--- config.mk ---
export PLATFORM = sky130hd
export DESIGN_NAME = excl_global_monitor
export DESIGN_NICKNAME = d
export VERILOG_FILES = /design/src/rtl/excl_mon_pkg.sv /design/src/rtl/excl_mon_arb.sv /design/src/rtl/excl_mon_entry.sv /design/src/rtl/excl_global_monitor.sv
export SDC_FILE = /design/constraint.sdc
export NUM_CORES = 1
export LEC_CHECK = 0
export BUFFER_PORTS_ARGS = -buffer_cell sky130_fd_sc_hd__clkbuf_2
export CAP_MARGIN = 20
export CELL_PAD_IN_SITES_DETAIL_PLACEMENT = 1
export CELL_PAD_IN_SITES_GLOBAL_PLACEMENT = 2
export CORE_ASPECT_RATIO = 0.7
export CORE_MARGIN = 3
export CORE_UTILIZATION = 30
export CTS_CLUSTER_SIZE = 20
export DETAILED_ROUTE_END_ITERATION = 10
export GPL_ROUTABILITY_DRIVEN = 0
export HOLD_SLACK_MARGIN = 0.12
export PLACE_DENSITY_LB_ADDON = 0.1
export SYNTH_ARGS = -nofsm -noshare
export SYNTH_HDL_FRONTEND = slang
export SYNTH_SLANG_ARGS = --single-unit
--- constraint.sdc ---
create_clock -name clk -period 4.6 [get_ports clk]
set_clock_uncertainty 0.1 [all_clocks]
set_input_delay 0.92 -clock clk [delete_from_list [all_inputs] [get_ports clk]]
set_output_delay 0.92 -clock clk [all_outputs]
set_load 0.1 [all_outputs]
--- src/rtl/excl_mon_pkg.sv ---
package excl_mon_pkg;
  typedef enum logic [1:0] {
    OP_NONE  = 2'b00,
    OP_LDEX  = 2'b01,
    OP_STORE = 2'b10,
    OP_STEX  = 2'b11
  } mon_op_e;
endpackage

--- src/rtl/excl_mon_arb.sv ---
module excl_mon_arb #(
  parameter int NUM_PROC = 4,
  localparam int ID_W = (NUM_PROC > 1) ? $clog2(NUM_PROC) : 1
) (
  input  logic [NUM_PROC-1:0] valid_i,
  output logic [NUM_PROC-1:0] grant_o,
  output logic [ID_W-1:0]     idx_o,
  output logic                any_o
);
  // lowest index wins; scan from the top so the last hit is the winner
  always_comb begin
    grant_o = '0;
    idx_o   = '0;
    for (int i = NUM_PROC - 1; i >= 0; i--) begin
      if (valid_i[i]) begin
        grant_o    = '0;
        grant_o[i] = 1'b1;
        idx_o      = ID_W'(i);
      end
    end
    any_o = |valid_i;
  end
endmodule

--- src/rtl/excl_mon_entry.sv ---
module excl_mon_entry
  import excl_mon_pkg::*;
#(
  parameter int TAG_W       = 21,
  parameter int FAIL_PERIOD = 5,
  localparam int CNT_W = (FAIL_PERIOD > 1) ? $clog2(FAIL_PERIOD) : 1
) (
  input  logic             clk,
  input  logic             rst_n,
  input  logic             act_i,
  input  logic             is_req_i,
  input  mon_op_e          op_i,
  input  logic [TAG_W-1:0] tag_i,
  input  logic             pass_any_i,
  input  logic             remove_i,
  output logic             cand_o
);
  localparam logic [CNT_W-1:0] LAST = CNT_W'(FAIL_PERIOD - 1);

  logic             excl_q;
  logic [TAG_W-1:0] tag_q;
  logic [CNT_W-1:0] cnt_q;
  logic             hit;

  assign hit    = excl_q && (tag_q == tag_i);
  assign cand_o = hit && (cnt_q != LAST);

  always_ff @(posedge clk) begin
    if (!rst_n) begin
      excl_q <= 1'b0;
      tag_q  <= '0;
      cnt_q  <= '0;
    end else if (remove_i) begin
      excl_q <= 1'b0;
      cnt_q  <= '0;
    end else if (act_i) begin
      if (is_req_i) begin
        case (op_i)
          OP_LDEX: begin
            excl_q <= 1'b1;
            tag_q  <= tag_i;
          end
          OP_STEX: begin
            excl_q <= 1'b0;
            if (hit) cnt_q <= (cnt_q == LAST) ? '0 : cnt_q + 1'b1;
          end
          default: ;
        endcase
      end else if (hit && ((op_i == OP_STORE) ||
                           (op_i == OP_STEX && pass_any_i))) begin
        excl_q <= 1'b0;
      end
    end
  end
endmodule

--- src/rtl/excl_global_monitor.sv ---
module excl_global_monitor
  import excl_mon_pkg::*;
#(
  parameter int NUM_PROC    = 4,
  parameter int ADDR_W      = 32,
  parameter int TAG_LSB     = 11,
  parameter int FAIL_PERIOD = 5,
  localparam int ID_W  = (NUM_PROC > 1) ? $clog2(NUM_PROC) : 1,
  localparam int TAG_W = ADDR_W - TAG_LSB
) (
  input  logic                       clk,
  input  logic                       rst_n,
  input  logic [NUM_PROC-1:0]        req_valid,
  output logic [NUM_PROC-1:0]        req_ready,
  input  logic [2*NUM_PROC-1:0]      req_op,
  input  logic [ADDR_W*NUM_PROC-1:0] req_addr,
  input  logic [NUM_PROC-1:0]        proc_remove,
  output logic                       resp_valid,
  output logic [ID_W-1:0]            resp_id,
  output logic                       resp_pass
);
  logic [ID_W-1:0]     gidx;
  logic                gany;
  logic [NUM_PROC-1:0] cand;
  mon_op_e             sel_op;
  logic [TAG_W-1:0]    sel_tag;
  logic                sel_pass;

  excl_mon_arb #(.NUM_PROC(NUM_PROC)) u_arb (
    .valid_i(req_valid),
    .grant_o(req_ready),
    .idx_o  (gidx),
    .any_o  (gany)
  );

  assign sel_op   = mon_op_e'(req_op[gidx*2 +: 2]);
  assign sel_tag  = req_addr[gidx*ADDR_W + TAG_LSB +: TAG_W];
  assign sel_pass = gany && (sel_op == OP_STEX) && cand[gidx];

  for (genvar g = 0; g < NUM_PROC; g++) begin : g_entry
    excl_mon_entry #(.TAG_W(TAG_W), .FAIL_PERIOD(FAIL_PERIOD)) u_entry (
      .clk       (clk),
      .rst_n     (rst_n),
      .act_i     (gany),
      .is_req_i  (req_ready[g]),
      .op_i      (sel_op),
      .tag_i     (sel_tag),
      .pass_any_i(sel_pass),
      .remove_i  (proc_remove[g]),
      .cand_o    (cand[g])
    );
  end

  always_ff @(posedge clk) begin
    if (!rst_n) begin
      resp_valid <= 1'b0;
      resp_id    <= '0;
      resp_pass  <= 1'b0;
    end else begin
      resp_valid <= gany && (sel_op == OP_STEX);
      resp_id    <= gidx;
      resp_pass  <= sel_pass;
    end
  end
endmodule

==> results of run 1 <==
-- registers in the layout, summed over array words and instances, names as in the netlist --
register and flops:
resp_id 2, resp_pass 1, g_entry.u_entry.tag_q 84, g_entry.u_entry.excl_q 4
g_entry.u_entry.cnt_q 12, resp_valid 1
-- placed cells by master, fill, tap and decap left out, drive strengths merged, types with 27 or more instances in the layout --
cell and instances:
nor2 109, nand2 34, a211o 27, nand2b 27, a211oi 87, a21oi 49
o211ai 134, or3 39, dfxtp 104, clkbuf 119, o2111ai 68, buf 47
-- final timing paths --
kind,startpoint,endpoint,slack (ns)
worst max-delay path,req_valid[3],g_entry[3].u_entry.cnt_q[2],0.51
worst min-delay path,g_entry[2].u_entry.cnt_q[1],g_entry[2].u_entry.cnt_q[1],0.38
worst max register to register,g_entry[3].u_entry.tag_q[7],g_entry[3].u_entry.cnt_q[2],1.54
worst min register to register,g_entry[2].u_entry.cnt_q[1],g_entry[2].u_entry.cnt_q[1],0.38
-- power breakdown --
part | internal [mW] | switching, mW | leakage [nW]
Clock | 0.562 | 0.381 | 0.172
Combinational | 0.235 | 0.434 | 2.48
Sequential | 0.921 | 0.0200 | 0.841
Total | 1.72 | 0.834 | 3.49
-- cell families (layout without fill, tap and decap cells) --
kind of cell / after synthesis / in the layout / synth area share, %
compound gates: 449 / 449 / 42.14
simple gates: 338 / 338 / 23.19
fa+ha+maj: 8 / 8 / 1.211
flops: 104 / 104 / 25.19
buf+inv: 106 / 193 / 6.388
xor+xnor: 8 / 8 / 0.8477
mux: 6 / 6 / 1.029
-- metrics by stage --
stage | setup slack, ns | utilization (%) | cell area (sq um)
2_1_floorplan | 0.9934 | - | 8265
3_3_place_gp | 0.1965 | 34.78 | 9356
3_5_place_dp | 0.1953 | 34.78 | 9356
4_1_cts | 0.5479 | 36.10 | 9712
5_1_grt | 0.3325 | 36.10 | 9712
6_report | 0.5137 | 36.10 | 9712
-- final cells by class --
cell class,count,area (sq um),area share (%)
clock inverters,5,102.6,1.056
repair buffers,155,1056,10.87
multi-input cells,809,5680,58.49
clock buffers,11,252.7,2.602
flip-flops and latches,104,2082,21.44
well taps,364,455.4,4.690
inverters,22,82.58,0.8503
-- synthesized netlist by cell type, drive strengths merged (4+ instances only) --
cell     count  area (sq um)
ha           8         100.1
and3         5         31.28
or3b         4         35.03
inv         22         82.58
buf         51         321.5
and2        17         106.4
nor4         8         56.30
nand3       11         55.05
a211o       27         236.5
o211ai     134          1036
and3b       21         195.2
a21o        24         180.2
a21bo        4         40.04
nand4       18         112.6
o211a       21         217.7
nand2b      27         168.9
a21oi       49         290.3
or3         39         254.0
xnor2        7         61.31
nor2       109         419.2
o2111ai     68         595.6
o21ai       16         80.07
clkbuf      33         123.9
nand2       34         127.6
nor3        17         116.4
mux2i        4         40.04
dfxtp      104          2082
a211oi      87         653.1
nor4b       13         120.1
a21boi       4         30.03
-- worst max-delay path, delay by kind of cell --
kind / cells / cell delay, ns
simple gates: 5 / 1.96
compound gates: 4 / 0.77
buf+inv: 2 / 0.58
-- per-layer routing --
metal  track usage (%)  wire length (um)  part of all wire [%]
met5                 0                 0                     0
met1             34.90             17880                    53
met2             34.47             14370                    42
met3             3.622              1354                   4.0
met4             3.690               311                  0.92
==> qor.yml, run 1 <==
dpl.hpwl_um: 25520
p_per_area_nw_per_um2: 262.8
final_nets: 1255
min_period_ns: 4.086
grt_pass1_vias: 8342
start_util_pct: 30.73
clk_pin_slew_ns: 0.07
clockBufferDepth: 2
first_pass_iters: 5
io_pins: 154
status: "complete, no violations"
area_growth_pct: 17.50
crit_chain: "clkbuf_2 -> nor3_4 -> buf_12 -> o21ai_0 -> a21oi_1 -> o22ai_1 -> nor4_1 -> nand2_1 -> or3_1 -> or3b_1 -> a21oi_1"
crit_top_cell: "a21oi_1"
port-buffer-count: 109
hp-class: "flip-flop to flip-flop"
rr_worst_depth: 9
cts_num_sinks: 104
leakage_nw: 3.491
slew_violations: 0
root_buffer: "clkbuf_16"
tightest_slew_ns: 1.042
vdd_drop_max_mv: 0.2098
yosysWarnings: 0
holdWs_ns: 0.3762
worst_setup_path_start_kind: "input pin"
finalSetupViolations: 0
grt_pass1_wl_um: 52260
worstSetupPathType: "input pin to flip-flop"
hold_depth: 2
cts_tree: "built"
drtIter0Drc: 516
die_area_sq_um: 29610
cts_hold_buf: 0
crit_path_max_incr_delay_ns: 0.51
relSlewSlack_pct: 30.55
power_mw: 2.552
drcViolationCount: 0
synth.distinct_cells: 69
totalWireLength_um: 33910
worstSkewPairLatency_ns: 0.36
max-cap-violations: 0
async_reset_ff_share_pct: 0
fin_setup_tns_ns: 0
syn-cell-area_sq_um: 8265
cts_htree_levels: 3
die_h_um: 144.9
gr-usage-all-layers_pct: 22.92
ant_nets: 0
timing.final.crit_share_pct: 88.83
dp.cells: 1454
vias: 8714
finalNonFillerCells: 1470
viasPerCell: 5.928
wl_per_cell_um: 23.07
fillers: 3286
cts_inserted_buffers: 9
coreArea_sq_um: 26900
rsz0062_at_grt: "no"
hold_viol: 0
cts_setup_buffers: 0
end_kind: "flip-flop"
ys_seq_area_share_pct: 25.19
max_freq_ghz: 0.2447
overflow: 0
ys_ff_latch: 104
synth-edff-count: 0
synth_nets: 1173
synth_cells: 1019
drive_gt1_share_pct: 18.72
synth.avg_cell_area_sq_um: 8.111
crit_slowest_cell: "nor4_1"
cp.required_ns: 4.79
cts_resized: 0
synth_ff_type: "dfxtp_1"
path_max_fanout: 54
worstPathArrival_ns: 4.28
num_rows: 50
diodes: 0
antenna_found_initial: 0
grt_max_degree: 55
dieWidth_um: 204.4
Power figures use the tool's default switching activity.
==> run 2: changes to the inputs <==
- CORE_MARGIN: 3 -> 2
==> run 2 against run 1 <==
  * Worst hold slack lost 0.0027 ns
  * Clock power fell by 20%
  * Sequential power about the same
  * Critical path type unchanged
  * Highest routed layer unchanged
==> qor.yml, run 2 (same netlist as run 1, synthesis figures left out) <==
drtIter0Drc: 566  # +9.7%
gr-usage-all-layers_pct: 24.23  # +1.3 points
worstPathArrival_ns: 4.24  # -0.04 ns
ant_nets: 0  # unchanged
worstSetupPathType: "input pin to flip-flop"
power_mw: 2.368  # -7.2%
drcViolationCount: 0  # unchanged
crit_chain: "clkbuf_2 -> buf_12 -> and3b_1 -> o211a_1 -> o211ai_1 -> nand4_1 -> nor4_1 -> buf_4 -> nand2_1 -> or3_1 -> or3b_1 -> a21oi_1"
final_common_cell: "o211ai_1"
wl_per_cell_um: 23.64  # +2.5%
switching_power_uw: 827.4  # -0.83%
dp.cells: 1456  # +0.14%
vias: 8859  # +1.7%
first_pass_iters: 5  # unchanged
finalSetupViolations: 0  # unchanged
overflow: 0  # unchanged
crit_family: "simple AND/OR/NAND/NOR gates"
fin_setup_tns_ns: 0  # unchanged
start_util_pct: 30.73  # unchanged
p_per_area_nw_per_um2: 247.1  # -6.0%
finalNonFillerCells: 1469  # -0.068%
crit_buf_inv: 3  # +1
drive_gt1_share_pct: 18.55  # -0.16 points
cts_htree_levels: 3  # unchanged
cts_inserted_buffers: 9  # unchanged
max-cap-violations: 0  # unchanged
root_buffer: "clkbuf_16"
area_growth_pct: 15.94
dieWidth_um: 202.4  # -0.98%
die_area_sq_um: 28920  # -2.3%
slew_violations: 0  # unchanged
cp.required_ns: 4.80  # about the same
min_period_ns: 4.043  # -0.04329 ns
cts_resized: 0  # unchanged
hold_viol: 0  # unchanged
max_freq_ghz: 0.2473  # +1.1%
antenna_found_initial: 1  # +1
die_h_um: 142.9  # -1.4%
worstSkewPairLatency_ns: 0.36  # about the same
top_regs: "g_entry.u_entry.tag_q x84, g_entry.u_entry.cnt_q x12, g_entry.u_entry.excl_q x4"
clk_pin_slew_ns: 0.07  # about the same
clkPwrFrac_pct: 31.8  # -5.1 points
cts_hold_buf: 0  # unchanged
leakage_nw: 3.443  # -1.4%
diodes: 0  # unchanged
crit_slowest_cell: "or3_1"
totalWireLength_um: 34730  # +2.4%
num_rows: 50  # unchanged
fillers: 3274  # -0.37%
p_sw_share_pct: 34.94  # +2.3 points
p_comb_share_pct: 28.4  # +2.2 points
worst_setup_path_start_kind: "input pin"
coreArea_sq_um: 26900  # unchanged
cts_setup_buffers: 0  # unchanged
status: "complete, no violations"
clockBufferDepth: 2  # unchanged
cts_num_sinks: 104  # unchanged
p_int_mw: 1.540  # -10%
grt_pass1_wl_um: 53550  # +2.5%
grt_pass1_vias: 8726  # +4.6%
timing.final.crit_share_pct: 87.89  # -0.94 points
io_pins: 154  # unchanged
final_cell_mix: "o211ai_1 (128), clkbuf_2 (108), nor2_1 (107)"
viasPerCell: 6.031  # +1.7%
hp-class: "flip-flop to flip-flop"
largest-register: "g_entry.u_entry.tag_q"
final_nets: 1257  # +0.16%
cts_tree: "built"
worst_slack_ns: 0.5570  # +0.04329 ns
path_max_fanout: 17  # -69%
largest_reg_flops: 84  # unchanged
pre_cts_ws_ns: 0.2283  # +0.03304 ns
tightest_slew_ns: 1.016  # -0.02542 ns
crit_path_max_incr_delay_ns: 0.43  # -0.08 ns
vdd_drop_max_mv: 0.1768  # -16%
end_kind: "flip-flop"
seqPwrFrac_pct: 39.7  # +2.8 points
rsz0062_at_grt: "no"
port-buffer-count: 109  # unchanged
grt_max_degree: 62  # +13%
dpl.hpwl_um: 26020  # +2.0%
relSlewSlack_pct: 32.14  # +1.6 points
## run 2: final timing paths
path	startpoint	end	slack [ns]	cells after the start
worst max register to register	g_entry[3].u_entry.tag_q[12]	g_entry[3].u_entry.cnt_q[2]	1.55	9
worst min register to register	g_entry[2].u_entry.cnt_q[1]	g_entry[2].u_entry.cnt_q[1]	0.37	2
worst min-delay path	g_entry[2].u_entry.cnt_q[1]	g_entry[2].u_entry.cnt_q[1]	0.37	2
worst max-delay path	req_valid[3]	g_entry[3].u_entry.cnt_q[2]	0.56	12
## run 2: stage by stage
stage / utilization (%) / cell area [sq um] / hold WS [ns]
6_report: 35.62 / 9583 / 0.3735
5_1_grt: 35.62 / 9583 / 0.4169
4_1_cts: 35.62 / 9583 / 0.3776
3_5_place_dp: 34.65 / 9321 / 0.3671
3_3_place_gp: 34.65 / 9321 / 0.3615
2_1_floorplan: - / 8265 / 0.3486
## run 2: worst min-delay path: cells and delay by family (launching register included)
family | cells | cell delay (ns)
flip-flops | 1 | 0.33
AND/OR/NAND/NOR | 1 | 0.06
AO/OA/AOI/OAI | 1 | 0.05
## run 2: cell type report
type | instances | area [sq um] | share of cell area [%]
clock inverters | 1 | 5.005 | 0.05223
clock buffers | 12 | 256.5 | 2.677
inverters | 22 | 82.58 | 0.8617
repair buffers | 157 | 1021 | 10.65
well taps | 364 | 455.4 | 4.753
multi-input cells | 809 | 5680 | 59.28
flip-flops and latches | 104 | 2082 | 21.73
## run 2: power by group through the flow
| stage | combinational [mW] | sequential, mW | clock [mW] |
|---|---|---|---|
| finish | 0.673 | 0.941 | 0.754 |
| global route | 0.725 | 0.944 | 0.806 |
| CTS | 0.665 | 0.940 | 0.781 |
| detailed placement | 0.662 | 0.962 | 0 |
| global placement | 0.658 | 0.961 | 0 |
| floorplan | 0.393 | 0.966 | 0 |
## run 2: layer usage
layer	global-route usage (%)	wire length, um	part of all wire [%]	up-vias
met3	3.514	1383	4.0	21
li1	-	-	-	4251
met5	0	0	0	-
met4	4.149	365	1.1	0
met1	36.36	18420	53	4413
met2	36.84	14570	42	174
==> run 3: changes to the inputs <==
- CELL_PAD_IN_SITES_DETAIL_PLACEMENT: 1 -> default
- CELL_PAD_IN_SITES_GLOBAL_PLACEMENT: 2 -> default
- PLACE_DENSITY_LB_ADDON: 0.1 -> default
==> run 3 against run 2 <==
  * Global-route usage is 4.1 points lower
  * Sequential power hardly changed
  * Die area stayed put
  * Worst hold slack better by 0.010 ns
  * Critical endpoint is now g_entry[0].u_entry.excl_q
  * Highest routed layer is now met5
==> qor.yml, run 3 (same netlist as run 1, synthesis figures left out) <==
clk_pin_slew_ns: 0.08  # about the same
pre_cts_ws_ns: 0.2306  # +0.002267 ns
grt_pass1_vias: 7816  # -10%
cts_num_sinks: 104  # unchanged
hp-class: "flip-flop to flip-flop"
cts_inserted_buffers: 9  # unchanged
antenna_found_initial: 2  # +1
gr-usage-all-layers_pct: 20.13  # -4.1 points
max-cap-violations: 0  # unchanged
path_max_fanout: 34  # +17
dp.cells: 1445  # -0.76%
cts_htree_levels: 3  # unchanged
crit_buf_inv: 3  # unchanged
vdd_drop_max_mv: 0.1671  # -5.5%
num_rows: 50  # unchanged
worstPathArrival_ns: 4.19  # -0.05 ns
die_h_um: 142.9  # unchanged
timing.final.crit_share_pct: 87.52  # -0.38 points
cts_setup_buffers: 0  # unchanged
start_util_pct: 30.73  # unchanged
largest_reg_flops: 84  # unchanged
crit_chain: "clkbuf_2 -> buf_12 -> and3b_1 -> o211a_1 -> o211ai_1 -> buf_4 -> nand4_1 -> nor4_1 -> a21oi_1 -> a22oi_1 -> nor3_1 -> o21ba_2"
final_common_cell: "o211ai_1"
grt_max_degree: 50  # -19%
totalWireLength_um: 29580  # -15%
diodes: 0  # unchanged
overflow: 0  # unchanged
cts_tree: "built"
cts_resized: 0  # unchanged
ant_nets: 0  # unchanged
port-buffer-count: 109  # unchanged
vias: 8803  # -0.63%
crit_path_max_incr_delay_ns: 0.56  # +0.13 ns
max_freq_ghz: 0.2484  # +0.43%
slew_violations: 0  # unchanged
worstSetupPathType: "input pin to flip-flop"
wl_per_cell_um: 20.25  # -14%
worst_setup_path_start_kind: "input pin"
dieWidth_um: 202.4  # unchanged
first_pass_iters: 5  # unchanged
crit_family: "compound AO/OA/AOI/OAI gates"
tightest_slew_ns: 0.6822  # -0.3342 ns
area_growth_pct: 15.64
viasPerCell: 6.025  # about the same
final_cell_mix: "o211ai_1 (128), clkbuf_2 (108), nor2_1 (107)"
min_period_ns: 4.026  # -0.01727 ns
drtIter0Drc: 659  # +16%
clockBufferDepth: 2  # unchanged
top_regs: "g_entry.u_entry.tag_q x84, g_entry.u_entry.cnt_q x12, g_entry.u_entry.excl_q x4"
largest-register: "g_entry.u_entry.tag_q"
drcViolationCount: 0  # unchanged
dpl.hpwl_um: 22320  # -14%
end_kind: "flip-flop"
finalNonFillerCells: 1461  # -0.54%
cts_hold_buf: 0  # unchanged
leakage_nw: 3.405  # -1.1%
worstSkewPairLatency_ns: 0.37  # about the same
root_buffer: "clkbuf_16"
crit_slowest_cell: "nor4_1"
drive_gt1_share_pct: 18.05  # -0.50 points
relSlewSlack_pct: 53.88  # +22 points
cp.required_ns: 4.77  # -0.03 ns
rsz0062_at_grt: "no"
grt_pass1_wl_um: 45110  # -16%
hold_viol: 0  # unchanged
worst_slack_ns: 0.5742  # +0.01727 ns
finalSetupViolations: 0  # unchanged
status: "complete, no violations"
die_area_sq_um: 28920  # unchanged
coreArea_sq_um: 26900  # unchanged
final_nets: 1246  # -0.88%
io_pins: 154  # unchanged
fin_setup_tns_ns: 0  # unchanged
p_per_area_nw_per_um2: 244.0  # -1.2%
run 3: changes by cell type in the layout (fill, tap and decap cells not counted), sizes merged:
cell / previous run / this run
clkinvlp: 0 / 2
buf: 49 / 38
clkbuf: 120 / 118
clkinv: 1 / 3
inv: 22 / 23
run 3: power by group:
group | internal, mW | switching [mW] | leakage [nW]
logic | 0.224 | 0.411 | 2.43
registers | 0.921 | 0.0199 | 0.841
clock network | 0.383 | 0.373 | 0.135
total | 1.53 | 0.804 | 3.40
run 3: worst min-delay path: cells and delay by family (launching register included):
| family | cells | cell delay, ns |
|---|---|---|
| AOI/OAI and AO/OA | 1 | 0.05 |
| and+or+nand+nor | 1 | 0.06 |
| DFF | 1 | 0.33 |
run 3: metrics by stage:
stage                     total power [mW]  cell area [sq um]  util, %  hold slack [ns]
after floorplan                      1.359               8265        -           0.3486
final                                2.332               9558    35.53           0.3836
after detailed placement             1.583               9276    34.48           0.3744
after CTS                            2.335               9558    35.53           0.3851
after global routing                 2.434               9558    35.53           0.4083
after global placement               1.575               9276    34.48           0.3617
run 3: cell type report:
cell class	count	area (sq um)
multi-input cells	809	5680
clock inverters	6	42.54
well taps	364	455.4
flip-flops and latches	104	2082
repair buffers	146	975.9
fillers	2861	17340
inverters	22	82.58
clock buffers	10	239.0
run 3: worst paths after layout:
kind / cells after the start / slack (ns) / to / start
max: 12 / 0.57 / g_entry[0].u_entry.excl_q / req_valid[2]
min: 2 / 0.38 / g_entry[1].u_entry.cnt_q[0] / g_entry[1].u_entry.cnt_q[0]
max reg2reg: 9 / 1.63 / g_entry[0].u_entry.excl_q / g_entry[1].u_entry.tag_q[19]
min reg2reg: 2 / 0.38 / g_entry[1].u_entry.cnt_q[0] / g_entry[1].u_entry.cnt_q[0]
run 3: per-layer routing:
| metal | GRT usage, % | wire length [um] |
|---|---|---|
| met5 | 0 | 11 |
| met4 | 5.839 | 735 |
| met3 | 5.751 | 2770 |
| met2 | 29.06 | 12100 |
| met1 | 28.82 | 13960 |
